$ cat config.mk
export PLATFORM = sky130hd
export DESIGN_NAME = audio_clkgen
export DESIGN_NICKNAME = d
export VERILOG_FILES = /design/src/rtl/audio_clkgen_pkg.sv /design/src/rtl/acg_pin_sync.sv /design/src/rtl/acg_edge_div.sv /design/src/rtl/acg_dir.sv /design/src/rtl/audio_clkgen.sv
export SDC_FILE = /design/constraint.sdc
export NUM_CORES = 1
export LEC_CHECK = 0
export BUFFER_PORTS_ARGS = -buffer_cell sky130_fd_sc_hd__buf_2
export CAP_MARGIN = 20
export CORE_UTILIZATION = 35
export DETAILED_ROUTE_END_ITERATION = 10
export PLACE_DENSITY = 0.59
export SLEW_MARGIN = 30
export SYNTH_ARGS = -nofsm -noshare
export SYNTH_HDL_FRONTEND = slang
export SYNTH_SLANG_ARGS = --single-unit
$ cat constraint.sdc
create_clock -name clk_i -period 2.1 [get_ports clk_i]
set_input_delay 0.105 -clock clk_i [delete_from_list [all_inputs] [get_ports clk_i]]
set_output_delay 0.105 -clock clk_i [all_outputs]
set_load 0.005 [all_outputs]
$ cat src/rtl/audio_clkgen_pkg.sv
package audio_clkgen_pkg;
  typedef enum logic [1:0] {
    SRC_INT = 2'b00,
    SRC_MIX = 2'b01,
    SRC_EXT = 2'b10,
    SRC_RSV = 2'b11
  } clk_src_e;

  localparam int unsigned SYNC_STAGES = 2;
  localparam int unsigned NUM_DIR = 2;
endpackage

$ cat src/rtl/acg_pin_sync.sv
module acg_pin_sync #(
  parameter int unsigned W = 1,
  parameter int unsigned STAGES = audio_clkgen_pkg::SYNC_STAGES
) (
  input  logic         clk_i,
  input  logic         rst_i,
  input  logic [W-1:0] pin_i,
  output logic [W-1:0] lvl_o
);
  logic [STAGES-1:0][W-1:0] stage_q;

  always_ff @(posedge clk_i) begin
    if (rst_i) begin
      stage_q <= '0;
    end else begin
      stage_q[0] <= pin_i;
      for (int s = 1; s < STAGES; s++) stage_q[s] <= stage_q[s-1];
    end
  end

  assign lvl_o = stage_q[STAGES-1];
endmodule

$ cat src/rtl/acg_edge_div.sv
module acg_edge_div #(
  parameter int unsigned DIV_W = 5
) (
  input  logic             clk_i,
  input  logic             rst_i,
  input  logic             clr_i,
  input  logic             src_edge_i,
  input  logic [DIV_W-1:0] div_m1_i,
  output logic             lvl_o,
  output logic             edge_o
);
  logic [DIV_W-1:0] cnt_q;
  logic             lvl_q;
  logic             edge_q;

  // Counts both source edges, so high and low phases match for any ratio.
  always_ff @(posedge clk_i) begin
    if (rst_i || clr_i) begin
      cnt_q  <= '0;
      lvl_q  <= 1'b0;
      edge_q <= 1'b0;
    end else begin
      edge_q <= 1'b0;
      if (src_edge_i) begin
        if (cnt_q >= div_m1_i) begin
          cnt_q  <= '0;
          lvl_q  <= ~lvl_q;
          edge_q <= 1'b1;
        end else begin
          cnt_q <= cnt_q + 1'b1;
        end
      end
    end
  end

  assign lvl_o  = lvl_q;
  assign edge_o = edge_q;

  // output level moves only in answer to a source edge
  a_r2_toggle_on_src_edge: assert property (@(posedge clk_i) disable iff (rst_i)
    (!$stable(lvl_q) && !$past(clr_i)) |-> $past(src_edge_i));
endmodule

$ cat src/rtl/acg_dir.sv
module acg_dir
  import audio_clkgen_pkg::*;
#(
  parameter int unsigned DIV_W = 5,
  parameter int unsigned FS_W  = 6
) (
  input  logic             clk_i,
  input  logic             rst_i,
  input  clk_src_e         mode_i,
  input  logic [DIV_W-1:0] hf_div_i,
  input  logic [DIV_W-1:0] bit_div_i,
  input  logic [FS_W-1:0]  fs_len_i,
  input  logic             hf_drive_i,
  input  logic             hf_pin_i,
  input  logic             bclk_pin_i,
  input  logic             fs_pin_i,
  output logic             hf_o,
  output logic             hf_oe_o,
  output logic             bclk_o,
  output logic             bclk_oe_o,
  output logic             fs_o,
  output logic             fs_oe_o
);
  localparam int unsigned NPIN = 3;

  logic [NPIN-1:0] pin_lvl;
  logic            hfp_prev_q, bcp_prev_q;
  logic            hfp_edge, bcp_edge;
  clk_src_e        mode_q;
  logic            clr;
  logic            is_int, is_mix, is_ext;
  logic            hf_lvl, hf_edge, bit_lvl, bit_edge, bit_fall;
  logic            bit_src_edge;
  logic [FS_W-1:0] fs_cnt_q;
  logic            fs_q;

  acg_pin_sync #(.W(NPIN)) u_pins (
    .clk_i (clk_i),
    .rst_i (rst_i),
    .pin_i ({fs_pin_i, bclk_pin_i, hf_pin_i}),
    .lvl_o (pin_lvl)
  );

  always_ff @(posedge clk_i) begin
    if (rst_i) begin
      hfp_prev_q <= 1'b0;
      bcp_prev_q <= 1'b0;
      mode_q     <= SRC_INT;
    end else begin
      hfp_prev_q <= pin_lvl[0];
      bcp_prev_q <= pin_lvl[1];
      mode_q     <= mode_i;
    end
  end

  assign hfp_edge = pin_lvl[0] ^ hfp_prev_q;
  assign bcp_edge = pin_lvl[1] ^ bcp_prev_q;
  assign clr      = (mode_i != mode_q);
  assign is_int   = (mode_i == SRC_INT);
  assign is_mix   = (mode_i == SRC_MIX);
  assign is_ext   = !(is_int || is_mix);

  // Master divider: the auxiliary clock changes level every cycle.
  acg_edge_div #(.DIV_W(DIV_W)) u_hf_div (
    .clk_i      (clk_i),
    .rst_i      (rst_i),
    .clr_i      (clr),
    .src_edge_i (is_int),
    .div_m1_i   (hf_div_i),
    .lvl_o      (hf_lvl),
    .edge_o     (hf_edge)
  );

  assign bit_src_edge = is_int ? hf_edge : (is_mix ? hfp_edge : 1'b0);

  acg_edge_div #(.DIV_W(DIV_W)) u_bit_div (
    .clk_i      (clk_i),
    .rst_i      (rst_i),
    .clr_i      (clr),
    .src_edge_i (bit_src_edge),
    .div_m1_i   (bit_div_i),
    .lvl_o      (bit_lvl),
    .edge_o     (bit_edge)
  );

  assign bit_fall = bit_edge && !bit_lvl;

  // Frame sync: changes state after N falling bit-clock edges.
  always_ff @(posedge clk_i) begin
    if (rst_i || clr) begin
      fs_cnt_q <= '0;
      fs_q     <= 1'b0;
    end else if (!is_ext && bit_fall) begin
      if (fs_cnt_q >= fs_len_i) begin
        fs_cnt_q <= '0;
        fs_q     <= ~fs_q;
      end else begin
        fs_cnt_q <= fs_cnt_q + 1'b1;
      end
    end
  end

  assign hf_o      = is_int ? hf_lvl : 1'b0;
  assign hf_oe_o   = is_int && hf_drive_i;
  assign bclk_o    = is_ext ? pin_lvl[1] : bit_lvl;
  assign bclk_oe_o = !is_ext;
  assign fs_o      = is_ext ? pin_lvl[2] : fs_q;
  assign fs_oe_o   = !is_ext;

  // generated frame sync moves only after a falling bit-clock edge
  a_r4_fs_on_bit_fall: assert property (@(posedge clk_i) disable iff (rst_i)
    (!$stable(fs_q) && !$past(clr)) |-> $past(bit_fall));

  // master clock is driven out only when the bit clock is also driven
  a_r8_hf_oe_needs_bclk_oe: assert property (@(posedge clk_i) disable iff (rst_i)
    hf_oe_o |-> bclk_oe_o);
endmodule

$ cat src/rtl/audio_clkgen.sv
module audio_clkgen
  import audio_clkgen_pkg::*;
#(
  parameter int unsigned DIV_W = 5,
  parameter int unsigned FS_W  = 6
) (
  input  logic             clk_i,
  input  logic             rst_i,
  input  logic             sync_i,
  input  logic [1:0]       tx_mode_i,
  input  logic [DIV_W-1:0] tx_hf_div_i,
  input  logic [DIV_W-1:0] tx_bit_div_i,
  input  logic [FS_W-1:0]  tx_fs_len_i,
  input  logic             tx_hf_drive_i,
  input  logic             tx_hf_pin_i,
  input  logic             tx_bclk_pin_i,
  input  logic             tx_fs_pin_i,
  input  logic [1:0]       rx_mode_i,
  input  logic [DIV_W-1:0] rx_hf_div_i,
  input  logic [DIV_W-1:0] rx_bit_div_i,
  input  logic [FS_W-1:0]  rx_fs_len_i,
  input  logic             rx_hf_drive_i,
  input  logic             rx_hf_pin_i,
  input  logic             rx_bclk_pin_i,
  input  logic             rx_fs_pin_i,
  output logic             tx_hf_o,
  output logic             tx_hf_oe_o,
  output logic             tx_bclk_o,
  output logic             tx_bclk_oe_o,
  output logic             tx_fs_o,
  output logic             tx_fs_oe_o,
  output logic             rx_hf_o,
  output logic             rx_hf_oe_o,
  output logic             rx_bclk_o,
  output logic             rx_bclk_oe_o,
  output logic             rx_fs_o,
  output logic             rx_fs_oe_o
);
  localparam int unsigned TXI = 0;
  localparam int unsigned RXI = 1;

  logic [NUM_DIR-1:0][1:0]       mode_a;
  logic [NUM_DIR-1:0][DIV_W-1:0] hfd_a, bd_a;
  logic [NUM_DIR-1:0][FS_W-1:0]  fl_a;
  logic [NUM_DIR-1:0]            drv_a, hfp_a, bcp_a, fsp_a;
  logic [NUM_DIR-1:0]            hf_a, hfoe_a, bc_a, bcoe_a, fs_a, fsoe_a;

  assign mode_a = {rx_mode_i, tx_mode_i};
  assign hfd_a  = {rx_hf_div_i, tx_hf_div_i};
  assign bd_a   = {rx_bit_div_i, tx_bit_div_i};
  assign fl_a   = {rx_fs_len_i, tx_fs_len_i};
  assign drv_a  = {rx_hf_drive_i, tx_hf_drive_i};
  assign hfp_a  = {rx_hf_pin_i, tx_hf_pin_i};
  assign bcp_a  = {rx_bclk_pin_i, tx_bclk_pin_i};
  assign fsp_a  = {rx_fs_pin_i, tx_fs_pin_i};

  for (genvar d = 0; d < NUM_DIR; d++) begin : g_dir
    acg_dir #(.DIV_W(DIV_W), .FS_W(FS_W)) u_dir (
      .clk_i      (clk_i),
      .rst_i      (rst_i),
      .mode_i     (clk_src_e'(mode_a[d])),
      .hf_div_i   (hfd_a[d]),
      .bit_div_i  (bd_a[d]),
      .fs_len_i   (fl_a[d]),
      .hf_drive_i (drv_a[d]),
      .hf_pin_i   (hfp_a[d]),
      .bclk_pin_i (bcp_a[d]),
      .fs_pin_i   (fsp_a[d]),
      .hf_o       (hf_a[d]),
      .hf_oe_o    (hfoe_a[d]),
      .bclk_o     (bc_a[d]),
      .bclk_oe_o  (bcoe_a[d]),
      .fs_o       (fs_a[d]),
      .fs_oe_o    (fsoe_a[d])
    );
  end

  assign tx_hf_o      = hf_a[TXI];
  assign tx_hf_oe_o   = hfoe_a[TXI];
  assign tx_bclk_o    = bc_a[TXI];
  assign tx_bclk_oe_o = bcoe_a[TXI];
  assign tx_fs_o      = fs_a[TXI];
  assign tx_fs_oe_o   = fsoe_a[TXI];

  // Sync: receive borrows transmit timing and releases its pins.
  assign rx_hf_o      = sync_i ? 1'b0 : hf_a[RXI];
  assign rx_hf_oe_o   = sync_i ? 1'b0 : hfoe_a[RXI];
  assign rx_bclk_o    = sync_i ? bc_a[TXI] : bc_a[RXI];
  assign rx_bclk_oe_o = sync_i ? 1'b0 : bcoe_a[RXI];
  assign rx_fs_o      = sync_i ? fs_a[TXI] : fs_a[RXI];
  assign rx_fs_oe_o   = sync_i ? 1'b0 : fsoe_a[RXI];

  // under sync, receive bit clock moves only together with transmit
  a_r9_rx_tracks_tx: assert property (@(posedge clk_i) disable iff (rst_i)
    (sync_i && $past(sync_i) && !$stable(rx_bclk_o)) |-> !$stable(tx_bclk_o));

  // under sync no receive pin is driven
  a_r9_rx_pins_released: assert property (@(posedge clk_i) disable iff (rst_i)
    sync_i |-> !(rx_hf_oe_o || rx_bclk_oe_o || rx_fs_oe_o));
endmodule

# After elaboration in Yosys (flattened, before gate mapping)
# Cells that the tools add are included.
dict set report op_classes {
  add_sub_neg 6
  n_eq_ne 4
  n_lt_le_gt_ge 6
  bitwise 12
  n_reduce_logical 24
  muxes 25
}
# operator count
set ops {}
lappend ops {{$add A5 B1 Y5 const B} 4}
lappend ops {{$ge A5 B5 Y1} 4}
lappend ops {{$mux W5} 4}
lappend ops {{$mux W1} 19}
lappend ops {{$add A6 B1 Y6 const B} 2}
lappend ops {{$ge A6 B6 Y1} 2}
lappend ops {{$mux W6} 2}
lappend ops {{$reduce_and A2 Y1} 6}
lappend ops {{$not A1 Y1} 10}
lappend ops {{$reduce_or A2 Y1} 4}
lappend ops {{$logic_and A1 B1 Y1} 6}
lappend ops {{$eq A2 B1 Y1 const B} 2}
lappend ops {{$logic_not A2 Y1} 2}
lappend ops {{$logic_or A1 B1 Y1} 4}
lappend ops {{$ne A2 B2 Y1} 2}
lappend ops {{$logic_not A1 Y1} 2}
lappend ops {{$xor A1 B1 Y1} 2}
dict set report totals {
  in_bits 47
  out_inout_bits 12
  ff_bits 60
  word_cells 101
}

# Depth between registers and ports, before layout
# Gate-level depths: netlist (run 1).
dict set report logic_depth {
  ltp_word 5
  ltp_mapped 7
  depth_no_buf 7
}

# Cells and area by module
# From an unflattened synthesis (run 1), not the netlist that was laid out.
dict set report unflattened {
  cells_unflattened 380
  hier_area_um2 3428.3
}
# mod cells_each instances area_each_um2 seq_area_each_um2
set by_module_without_submodules {}
lappend by_module_without_submodules {acg_edge_div 50 4 435.4 140.1}
lappend by_module_without_submodules {acg_dir 72 2 634.4 200.2}
lappend by_module_without_submodules {acg_pin_sync 15 2 180.2 120.1}
lappend by_module_without_submodules {audio_clkgen 6 1 57.6 0.0}

# Worst setup path before layout (run 1)
# No wires, ideal clock.
dict set report synth_timing {
  path_type {reg2reg}
  from {register g_dir[1].u_dir.u_bit_div.cnt_q[0]}
  to {register g_dir[1].u_dir.u_bit_div.cnt_q[0]}
  slack_ns 0.576
  synth_period_minus_slack_ns 1.524
  arrival_ns 1.391
  setup_time_ns 0.133
  required_ns 1.967
  stages_incl_launch_ff 8
  path_cell_list {dfxtp_1 > inv_1 > ha_1 > nor2b_1 > o21ai_0 > a31oi_1 > o21ai_0 > nor2_1}
}
dict set report synth_between {
  elab_chain_cells 2
  elab_cells_between_ends 3
  cone_classes {add/sub (1); order compare (1); mux (1)}
}
# element line_no
set synth_lines {}
lappend synth_lines {{start, declared} acg_edge_div.sv:12} ;# logic [DIV_W-1:0] cnt_q;
lappend synth_lines {{start signal, assigned} acg_edge_div.sv:30} ;# cnt_q <= cnt_q + 1'b1;
lappend synth_lines {{$add A5 B1 Y5 / $ge A5 B5 Y1 (equally long branches)} {acg_edge_div.sv:30, acg_edge_div.sv:25}}
lappend synth_lines {{$mux W5 (*)} acg_edge_div.sv:25} ;# if (cnt_q >= div_m1_i) begin
# Every way passes the cells marked *; elsewhere a longest branch is shown, timed or not.
# A chain may end at the register's enable or synchronous reset.

# Final worst setup path (run 1)
dict set report layout_timing {
  from {register g_dir[1].u_dir.u_bit_div.cnt_q[0]}
  to {register g_dir[1].u_dir.u_bit_div.cnt_q[4]}
}
# Same word-level chain as after synthesis.

==> run_results.csv, run 1 <==
group,metric,value,unit
run_status,status,"complete, no violations",
route,wl_per_cell,10.90,um
setup_path,crit_type,"reg2reg",
placement,post-dp-hpwl,4.376,mm
global_route,overflow,0,
power,leakagePower,0.001690,uW
cts,cts.sinks,60,
global_route,grt_max_degree,23,
setup_path,r2r_end,"g_dir[1].u_dir.u_bit_div.cnt_q[4]",
timing,setup_viol,0,
setup_path,reg2regPathDepth,7,
synth,synth_top_cell_area_share,38.63,%
die,dieArea,9264,um2
die,initial_core_util,35.83,%
synth,synth_edf_count,0,
global_route,antenna_found_initial,0,
cells_and_area,antenna_cells,0,
synth,synth_nets,427,
timing,drv_slew,0,
global_route,grt_pass1_wl,9.977,mm
synth,yosysTopAreaCell,"dfxtp_1",
die,die_w,96.25,um
timing,grt_setup_unrepaired,"false",
synth,synth_flop_cell,"dfxtp_1",
die,rows,34,
route,finalWirelength,5.711,mm
cts,cts_tree,"built",
setup_path,required,2.30,ns
cells_and_area,nets,496,
synth,async_flop_share,0,%
global_route,grt_pass1_vias,2302,
synth,ys_warn_count,0,
synth,yosysMostFrequentCell,"dfxtp_1",
hold_path,hold_end,"g_dir[1].u_dir.u_pins.stage_q[2]",
timing,fin_skew,0.006831,ns
timing,period_minus_slack,1.758,ns
timing,slew_headroom,66.68,%
cts,cts_buffers,9,
timing,tightest_slew,0.4945,ns
synth,netlist_instances,342,
cts,h-tree-depth,3,
power,p_per_area,661.1,nW/um2
setup_path,startpoint_type,"register",
hold_path,holdPathStages,2,
cts,ctsHoldBuffers,5,
synth,synth_common_cells,"dfxtp_1, nor2_1, ha_1",
cts,cts_setup_buffers,0,
synth,ys_seq_area_share,38.63,%
flow_run,maxCapViolations,0,
route,drtAntennaViolNets,0,
cells_and_area,drive_above_1_share,19.95,%
synth,avgSynthCellArea,9.091,um2
power,ir_worst_vdd,0.3210,mV
synth,synthTopCellsByArea,"dfxtp_1, ha_1, xor2_1",
setup_path,end_kind,"register",
hold_path,hp-class,"in2reg",
route,dr.pass1.iters,4,
die,die_y,96.25,um
route,drc,0,
setup_path,r2r-start,"g_dir[1].u_dir.u_bit_div.cnt_q[0]",
synth,ys_types,33,
synth,syn-cell-area,3109,um2
route,vias,2427,
setup_path,path_max_fanout,5,
setup_path,r2r_slack,0.34,ns
cts,cts_buffer_depth,2,
power,design_power_total,2496,uW
placement,gp_congestion,0.8036,
die,ios,59,
timing,period_share,83.73,%
route,drtIter0Drc,61,
die,core,8678,um2
setup_path,cp_data_arrival_time,1.96,ns
hold_path,hp-start,"rx_fs_pin_i",
route,vias_per_cell,4.632,
synth,ys_ff_latch,60,
cts,cts_resized,0,
cts,clk-insertion-delay-late,0.33,ns
cells_and_area,syn_to_final_growth,21.45,%
timing,fin_setup_tns,0,ns
global_route,grt_use_total,14.19,%
timing,finalHoldViolCount,0,
cts,path_clk_slew,0.07,ns
timing,fmax,0.5687,GHz
cts,clock-root-buffer,"clkbuf_8",
placement,port_buffers,58,
-- state kept, by name, summed over array words and instances, names as in the netlist --
register	flops
g_dir.u_dir.fs_cnt_q	12
g_dir.u_dir.fs_q	2
g_dir.u_dir.hfp_prev_q	2
g_dir.u_dir.mode_q	4
g_dir.u_dir.u_bit_div.cnt_q	10
g_dir.u_dir.u_bit_div.edge_o	2
g_dir.u_dir.u_bit_div.lvl_o	2
g_dir.u_dir.u_hf_div.cnt_q	10
g_dir.u_dir.u_hf_div.edge_o	2
g_dir.u_dir.u_hf_div.lvl_o	2
g_dir.u_dir.u_pins.lvl_o	6
g_dir.u_dir.u_pins.stage_q	6
-- metal layers --
metal  wire (um)  share of wire (%)  up-vias  GRT usage, %
li1            -                  -     1285             -
met3         194                3.4       13         3.081
met4         131                2.3        0         7.338
met1        2967                 52     1086         18.78
met5           0                  0        -             0
met2        2417                 42       43         21.51
-- cells by family after synthesis --
group / count (synthesis) / share of synthesized area, %
and+or+nand+nor: 112 / 18.51
DFF: 60 / 38.63
AOI/OAI and AO/OA: 48 / 9.819
buffers and inverters: 42 / 5.513
adders and majority gates: 38 / 15.29
xor gates and xnor gates: 34 / 9.577
muxes: 8 / 2.656
-- worst max-delay path, cell delays in order (launching register included) --
cell     delay (ns)
dfxtp_1        0.39
inv_1          0.06
ha_1           0.27
nor2b_1        0.04
o21ai_0        0.17
a31oi_1        0.16
o21ai_0        0.44
nor2_1         0.11
-- cells in the final DEF (no fill, tap or decap), types with 5 or more instances in the layout --
cell type      count
dfxtp_1           60
buf_2             58
nor2_1            39
ha_1              38
inv_1             34
xor2_1            24
nor2b_1           21
o21ai_0           17
nand2_1           16
a21oi_1           12
nand4_1           10
xnor2_1           10
clkbuf_8          10
nor3_1             7
mux2i_1            6
or3_1              6
dlygate4sd3_1      5
-- where the power goes --
| group | switching (uW) | internal [uW] |
|---|---|---|
| Clock | 434 | 695 |
| Combinational | 108 | 96.5 |
| Sequential | 6.71 | 1160 |
| Total | 549 | 1950 |
-- stage by stage --
step	worst slack, ns	utilization (%)	hold slack [ns]	cells	instance area, um2
after CTS	0.3029	43.51	0.02290	524	3776
after floorplan	0.5759	-	0.2332	342	3109
after global routing	0.08106	43.51	0.04573	524	3776
final	0.3416	43.51	0.02568	524	3776
after detailed placement	0.3124	40.44	0.3189	503	3510
after global placement	0.3812	40.44	0.3171	503	3510
-- worst max path at each step --
stage          cells past startpoint  slack [ns]                                 to                              start
2_1_floorplan                      7        0.58  g_dir[1].u_dir.u_bit_div.cnt_q[0]  g_dir[1].u_dir.u_bit_div.cnt_q[0]
3_3_place_gp                       7        0.38   g_dir[0].u_dir.u_hf_div.cnt_q[1]   g_dir[0].u_dir.u_hf_div.cnt_q[0]
3_5_place_dp                       7        0.31  g_dir[1].u_dir.u_bit_div.cnt_q[4]  g_dir[1].u_dir.u_bit_div.cnt_q[0]
4_1_cts                            7        0.30  g_dir[1].u_dir.u_bit_div.cnt_q[4]  g_dir[1].u_dir.u_bit_div.cnt_q[0]
5_1_grt                            7        0.08  g_dir[1].u_dir.u_bit_div.cnt_q[4]  g_dir[1].u_dir.u_bit_div.cnt_q[0]
6_report                           7        0.34  g_dir[1].u_dir.u_bit_div.cnt_q[4]  g_dir[1].u_dir.u_bit_div.cnt_q[0]
-- area by class of cell --
type | instances | area (um2)
Sequential cell | 60 | 1201
Tap cell | 108 | 135.1
Fill cell | 895 | 4902
Multi-Input combinational cell | 240 | 1737
Inverter | 35 | 131.4
Clock inverter | 5 | 75.07
Timing Repair Buffer | 65 | 355.3
Clock buffer | 11 | 141.4
(Power assumes the default switching activity.)
==> run 2, diff against run 1 <==
- PLACE_DENSITY: 0.59 -> 0.61
- clock period: 2.1 -> 1.6 ns (I/O delays scaled with it)
==> run_results.csv, run 2 (synthesis results as in run 1) <==
group,metric,value,unit
timing,drv_slew,0,
cts,clk-insertion-delay-late,0.33,ns
cts,cts.sinks,60,
placement,post-place-ws,-0.1292,ns
cts,cts_buffer_depth,2,
cells_and_area,final_core_util,45.92,%
power,power_frac_seq,51.3,%
cts,h-tree-depth,3,
timing,fmax,0.6593,GHz
power,ir_worst_vdd,0.5149,mV
global_route,grt_pass1_wl,9.735,mm
placement,gp_congestion,0.7584,
power,p_per_area,745.6,nW/um2
cells_and_area,mostFrequentLayoutCell,"buf_2",
die,die_y,96.25,um
hold_path,hp-class,"in2reg",
setup_path,end_kind,"register",
timing,setup_ws,0.08313,ns
cells_and_area,syn_to_final_growth,28.17,%
power,comb_power_share,10.4,%
cells_and_area,largestRegisters,"g_dir.u_dir.fs_cnt_q (12), g_dir.u_dir.u_bit_div.cnt_q (10), g_dir.u_dir.u_hf_div.cnt_q (10)",
cts,path_clk_slew,0.06,ns
setup_path,slowest_stage,"dfxtp_1",
route,drtIter0Drc,62,
timing,fin_skew,0.005785,ns
setup_path,path_cells,"inv_1 -> ha_1 -> nand2b_1 -> a211oi_2 -> o21a_1 -> or3_1 -> a21oi_1",
placement,post_dp_cell_area,3667,um2
setup_path,cp_data_arrival_time,1.78,ns
global_route,grt_use_total,13.98,%
power,p_sw_share,23.52,%
die,core,8678,um2
cells_and_area,fin_area,3985,um2
timing,finalHoldViolCount,0,
global_route,grt_pass1_vias,2292,
route,drtAntennaViolNets,0,
timing,slew_headroom,70.55,%
cells_and_area,final_cell_mix,"buf_2, dfxtp_1, nor2_1",
global_route,antenna_found_initial,0,
route,drc,0,
power,leakagePower,0.001792,uW
power,pwr-share-clk,38.3,%
timing,setup_viol,0,
die,rows,34,
die,ios,59,
setup_path,required,1.86,ns
die,initial_core_util,35.83,%
route,vias_per_cell,4.537,
cells_and_area,nets,518,
setup_path,max_stage_delay,0.33,ns
global_route,grt_max_degree,13,
die,die_w,96.25,um
cells_and_area,drive_above_1_share,27.40,%
cells_and_area,fin_cells,546,
route,wl_per_cell,10.62,um
power,switchingPower,698.7,uW
cts,clock-root-buffer,"clkbuf_8",
setup_path,crit_family,"simple AND/OR/NAND/NOR gates",
cells_and_area,largest_reg_flops,12,
route,finalWirelength,5.798,mm
timing,period_minus_slack,1.517,ns
placement,port_buffers,58,
run_status,status,"complete, no violations",
timing,period_share,94.80,%
timing,tightest_slew,0.4401,ns
cts,cts_buffers,9,
cells_and_area,antenna_cells,0,
cells_and_area,largest_register,"g_dir.u_dir.fs_cnt_q",
global_route,overflow,0,
cts,cts_tree,"built",
route,dr.pass1.iters,4,
placement,post-dp-hpwl,4.509,mm
placement,dp_cells,524,
timing,grt_setup_unrepaired,"true",
setup_path,crit_type,"reg2reg",
setup_path,path_max_fanout,3,
die,dieArea,9264,um2
power,intPower,2272,uW
flow_run,maxCapViolations,0,
setup_path,startpoint_type,"register",
setup_path,cp_num_buf_inv,1,
route,vias,2477,
run 2: layout make-up:
cell class,instances,area [um2]
clock inverters,2,10.01
well taps,108,135.1
repair buffers,87,523.0
flip-flops and latches,60,1205
clock buffers,14,152.6
multi-input cells,240,1828
inverters,35,131.4
fillers,868,4693
run 2: timing repair:
item	CTS	global route
setup endpoints to repair	16	34
pin swaps	2	8
buffers inserted	0	1
hold endpoints to repair	6	0
hold buffers	6	0
resized for setup	5	18
run 2: final timing paths:
kind,start,end,cells past startpoint,slack [ns]
setup / recovery,g_dir[1].u_dir.fs_cnt_q[0],g_dir[1].u_dir.fs_q,7,0.08
setup reg to reg,g_dir[1].u_dir.fs_cnt_q[0],g_dir[1].u_dir.fs_q,7,0.08
hold / removal,rst_i,g_dir[1].u_dir.hfp_prev_q,2,0.07
hold reg to reg,g_dir[0].u_dir.u_pins.stage_q[2],g_dir[0].u_dir.u_pins.lvl_o[2],1,0.44
run 2: through the flow:
step	power (uW)	hold slack [ns]	setup TNS (ns)
3_5_place_dp	1841	0.2946	-0.6731
4_1_cts	3006	0.06564	0
5_1_grt	3143	0.07088	-0.02497
2_1_floorplan	1719	0.1943	0
6_report	2971	0.07454	0
3_3_place_gp	1833	0.2947	-0.2211
run 2: worst register-to-register path, cell delays in order (launching register included):
cell and delay [ns]:
dfxtp_1 0.33, inv_1 0.04, ha_1 0.26, nand2b_1 0.11
a211oi_2 0.07, o21a_1 0.20, or3_1 0.32, a21oi_1 0.13
run 2: per-layer routing:
layer / track usage, % / wire length (um) / up-vias
met2: 22.16 / 2630 / 41
met3: 5.292 / 290 / 9
li1: - / - / 1324
met1: 16.94 / 2768 / 1103
met5: 0 / 0 / -
met4: 5.721 / 109 / 0
run 2: power groups by stage:
stage / Clock (uW) / Sequential, uW / Combinational [uW]
final: 1140 / 1530 / 309
after global routing: 1260 / 1530 / 353
after CTS: 1180 / 1530 / 299
after detailed placement: 0 / 1560 / 283
after global placement: 0 / 1560 / 275
after floorplan: 0 / 1560 / 161
==> run 3, diff against run 2 <==
- BUFFER_PORTS_ARGS: -buffer_cell sky130_fd_sc_hd__buf_2 -> -buffer_cell sky130_fd_sc_hd__buf_4
- PLACE_DENSITY: 0.61 -> default
==> run_results.csv, run 3 (synthesis results as in run 1) <==
group,metric,value,unit
die,rows,34,
power,power_frac_seq,47.2,%
power,p_per_area,768.2,nW/um2
placement,port_buffers,58,
cells_and_area,largest_register,"g_dir.u_dir.fs_cnt_q",
route,drtAntennaViolNets,0,
setup_path,end_kind,"register",
route,vias,2484,
setup_path,crit_family,"simple AND/OR/NAND/NOR gates",
die,initial_core_util,35.83,%
cts,h-tree-depth,3,
cells_and_area,final_cell_mix,"buf_4, dfxtp_1, nor2_1",
die,die_w,96.25,um
setup_path,startpoint_type,"register",
setup_path,required,1.86,ns
cells_and_area,fillers,824,
cells_and_area,seq_area,1205,um2
route,dr.pass1.iters,4,
flow_run,maxCapViolations,0,
setup_path,path_cells,"inv_2 -> ha_4 -> nand2b_4 -> a211oi_2 -> o21a_1 -> buf_4 -> or3_4 -> a21oi_2",
route,wl_per_cell,11.11,um
timing,setup_viol,0,
cts,cts.sinks,60,
die,die_y,96.25,um
power,p_sw_share,22.59,%
cts,cts_buffers,9,
route,finalWirelength,6.064,mm
global_route,antenna_found_initial,0,
power,leakagePower,0.001863,uW
route,vias_per_cell,4.549,
timing,slew_headroom,56.53,%
timing,fin_skew,0.007167,ns
route,drc,0,
cts,clk-insertion-delay-late,0.33,ns
cells_and_area,multiInputGateArea,1864,um2
global_route,grt_use_total,14.12,%
global_route,overflow,0,
cts,path_clk_slew,0.07,ns
global_route,grt_pass1_vias,2358,
timing,period_minus_slack,1.598,ns
setup_path,max_stage_delay,0.33,ns
timing,drv_slew,0,
die,dieArea,9264,um2
timing,fmax,0.6258,GHz
cells_and_area,antenna_cells,0,
setup_path,slowest_stage,"dfxtp_2",
run_status,status,"complete, no violations",
cells_and_area,final_core_util,48.46,%
setup_path,cp_num_buf_inv,2,
cells_and_area,drive_above_1_share,29.68,%
cts,cts_tree,"built",
power,switchingPower,729.7,uW
power,pwr-share-clk,41.9,%
power,comb_power_share,10.9,%
power,ir_worst_vdd,0.4858,mV
placement,dp_cells,523,
die,core,8678,um2
cells_and_area,largest_reg_flops,12,
cts,clock-root-buffer,"clkbuf_8",
cells_and_area,largestRegisters,"g_dir.u_dir.fs_cnt_q (12), g_dir.u_dir.u_bit_div.cnt_q (10), g_dir.u_dir.u_hf_div.cnt_q (10)",
power,intPower,2501,uW
global_route,grt_max_degree,17,
setup_path,cp_data_arrival_time,1.86,ns
timing,finalHoldViolCount,0,
cells_and_area,nets,518,
placement,gp_congestion,0.7803,
route,drtIter0Drc,69,
global_route,grt_pass1_wl,10.01,mm
setup_path,r2r_slack,0.002,ns
timing,tightest_slew,0.6471,ns
setup_path,path_max_fanout,2,
placement,post-dp-hpwl,4.639,mm
cts,cts_buffer_depth,2,
cells_and_area,fin_cells,546,
hold_path,hp-class,"in2reg",
die,ios,59,
cells_and_area,mostFrequentLayoutCell,"buf_4",
cells_and_area,syn_to_final_growth,35.25,%
timing,grt_setup_unrepaired,"true",
timing,period_share,99.87,%
setup_path,crit_type,"reg2reg",
run 3: cell count changes in the layout (fill, tap and decap cells not counted), sizes merged:
cell | previous run | this run
clkbuf | 14 | 11
clkinv | 2 | 4
bufinv | 0 | 1
run 3: final cells by class:
type                       instances  share of cell area (%)
multi-input combinational        240                   44.33
tap                              108                   3.213
sequential                        60                   28.65
clock inverter                     5                   1.190
timing repair buffer              87                   15.89
clock buffer                      11                   3.600
inverter                          35                   3.124
run 3: worst register-to-register path, cell delays in order, from the launching register on:
cell	delay (ns)
dfxtp_2	0.33
inv_2	0.04
ha_4	0.24
nand2b_4	0.11
a211oi_2	0.06
o21a_1	0.19
buf_4	0.13
or3_4	0.32
a21oi_2	0.11
run 3: worst paths after layout:
| check | startpoint | end | cells past startpoint |
|---|---|---|---|
| worst max-delay path | g_dir[0].u_dir.fs_cnt_q[0] | g_dir[0].u_dir.fs_q | 8 |
| worst min-delay path | rst_i | g_dir[1].u_dir.u_pins.stage_q[2] | 2 |
| worst max register to register | g_dir[0].u_dir.fs_cnt_q[0] | g_dir[0].u_dir.fs_q | 8 |
| worst min register to register | g_dir[0].u_dir.u_pins.stage_q[2] | g_dir[0].u_dir.u_pins.lvl_o[2] | 1 |
run 3: power groups by stage:
stage | Combinational [uW] | Clock (uW) | Sequential [uW]
detailed placement | 318 | 0 | 1560
CTS | 335 | 1410 | 1520
global route | 399 | 1470 | 1530
finish | 353 | 1350 | 1530
floorplan | 161 | 0 | 1560
global placement | 311 | 0 | 1560
run 3: through the flow:
stage,TNS (ns),cell area (um2),hold WS [ns],total power [uW],worst slack [ns]
2_1_floorplan,0,3109,0.1943,1719,0.07589
3_3_place_gp,-0.3350,3805,0.2924,1868,-0.06459
4_1_cts,0,4086,0.02225,3266,0.0004217
5_1_grt,-0.1746,4205,0.04225,3394,-0.06088
6_report,0,4205,0.03793,3231,0.002097
3_5_place_dp,-0.6845,3805,0.2960,1876,-0.1370
run 3: repair_timing:
action | 4_1_cts | 5_1_grt
endpoints found under the setup margin | 12 | 37
hold buffers | 6 | 0
buffers inserted | 1 | 0
resized for setup | 4 | 28
hold endpoints to repair | 6 | 0
pin swaps | 2 | 17
run 3: metal layers:
layer	part of all wire (%)	vias to the layer above	global-route usage, %
met5	0	-	0
met4	1.3	0	5.348
met3	4.0	9	4.423
met2	46	41	22.93
met1	48	1112	17.37
li1	-	1322	-
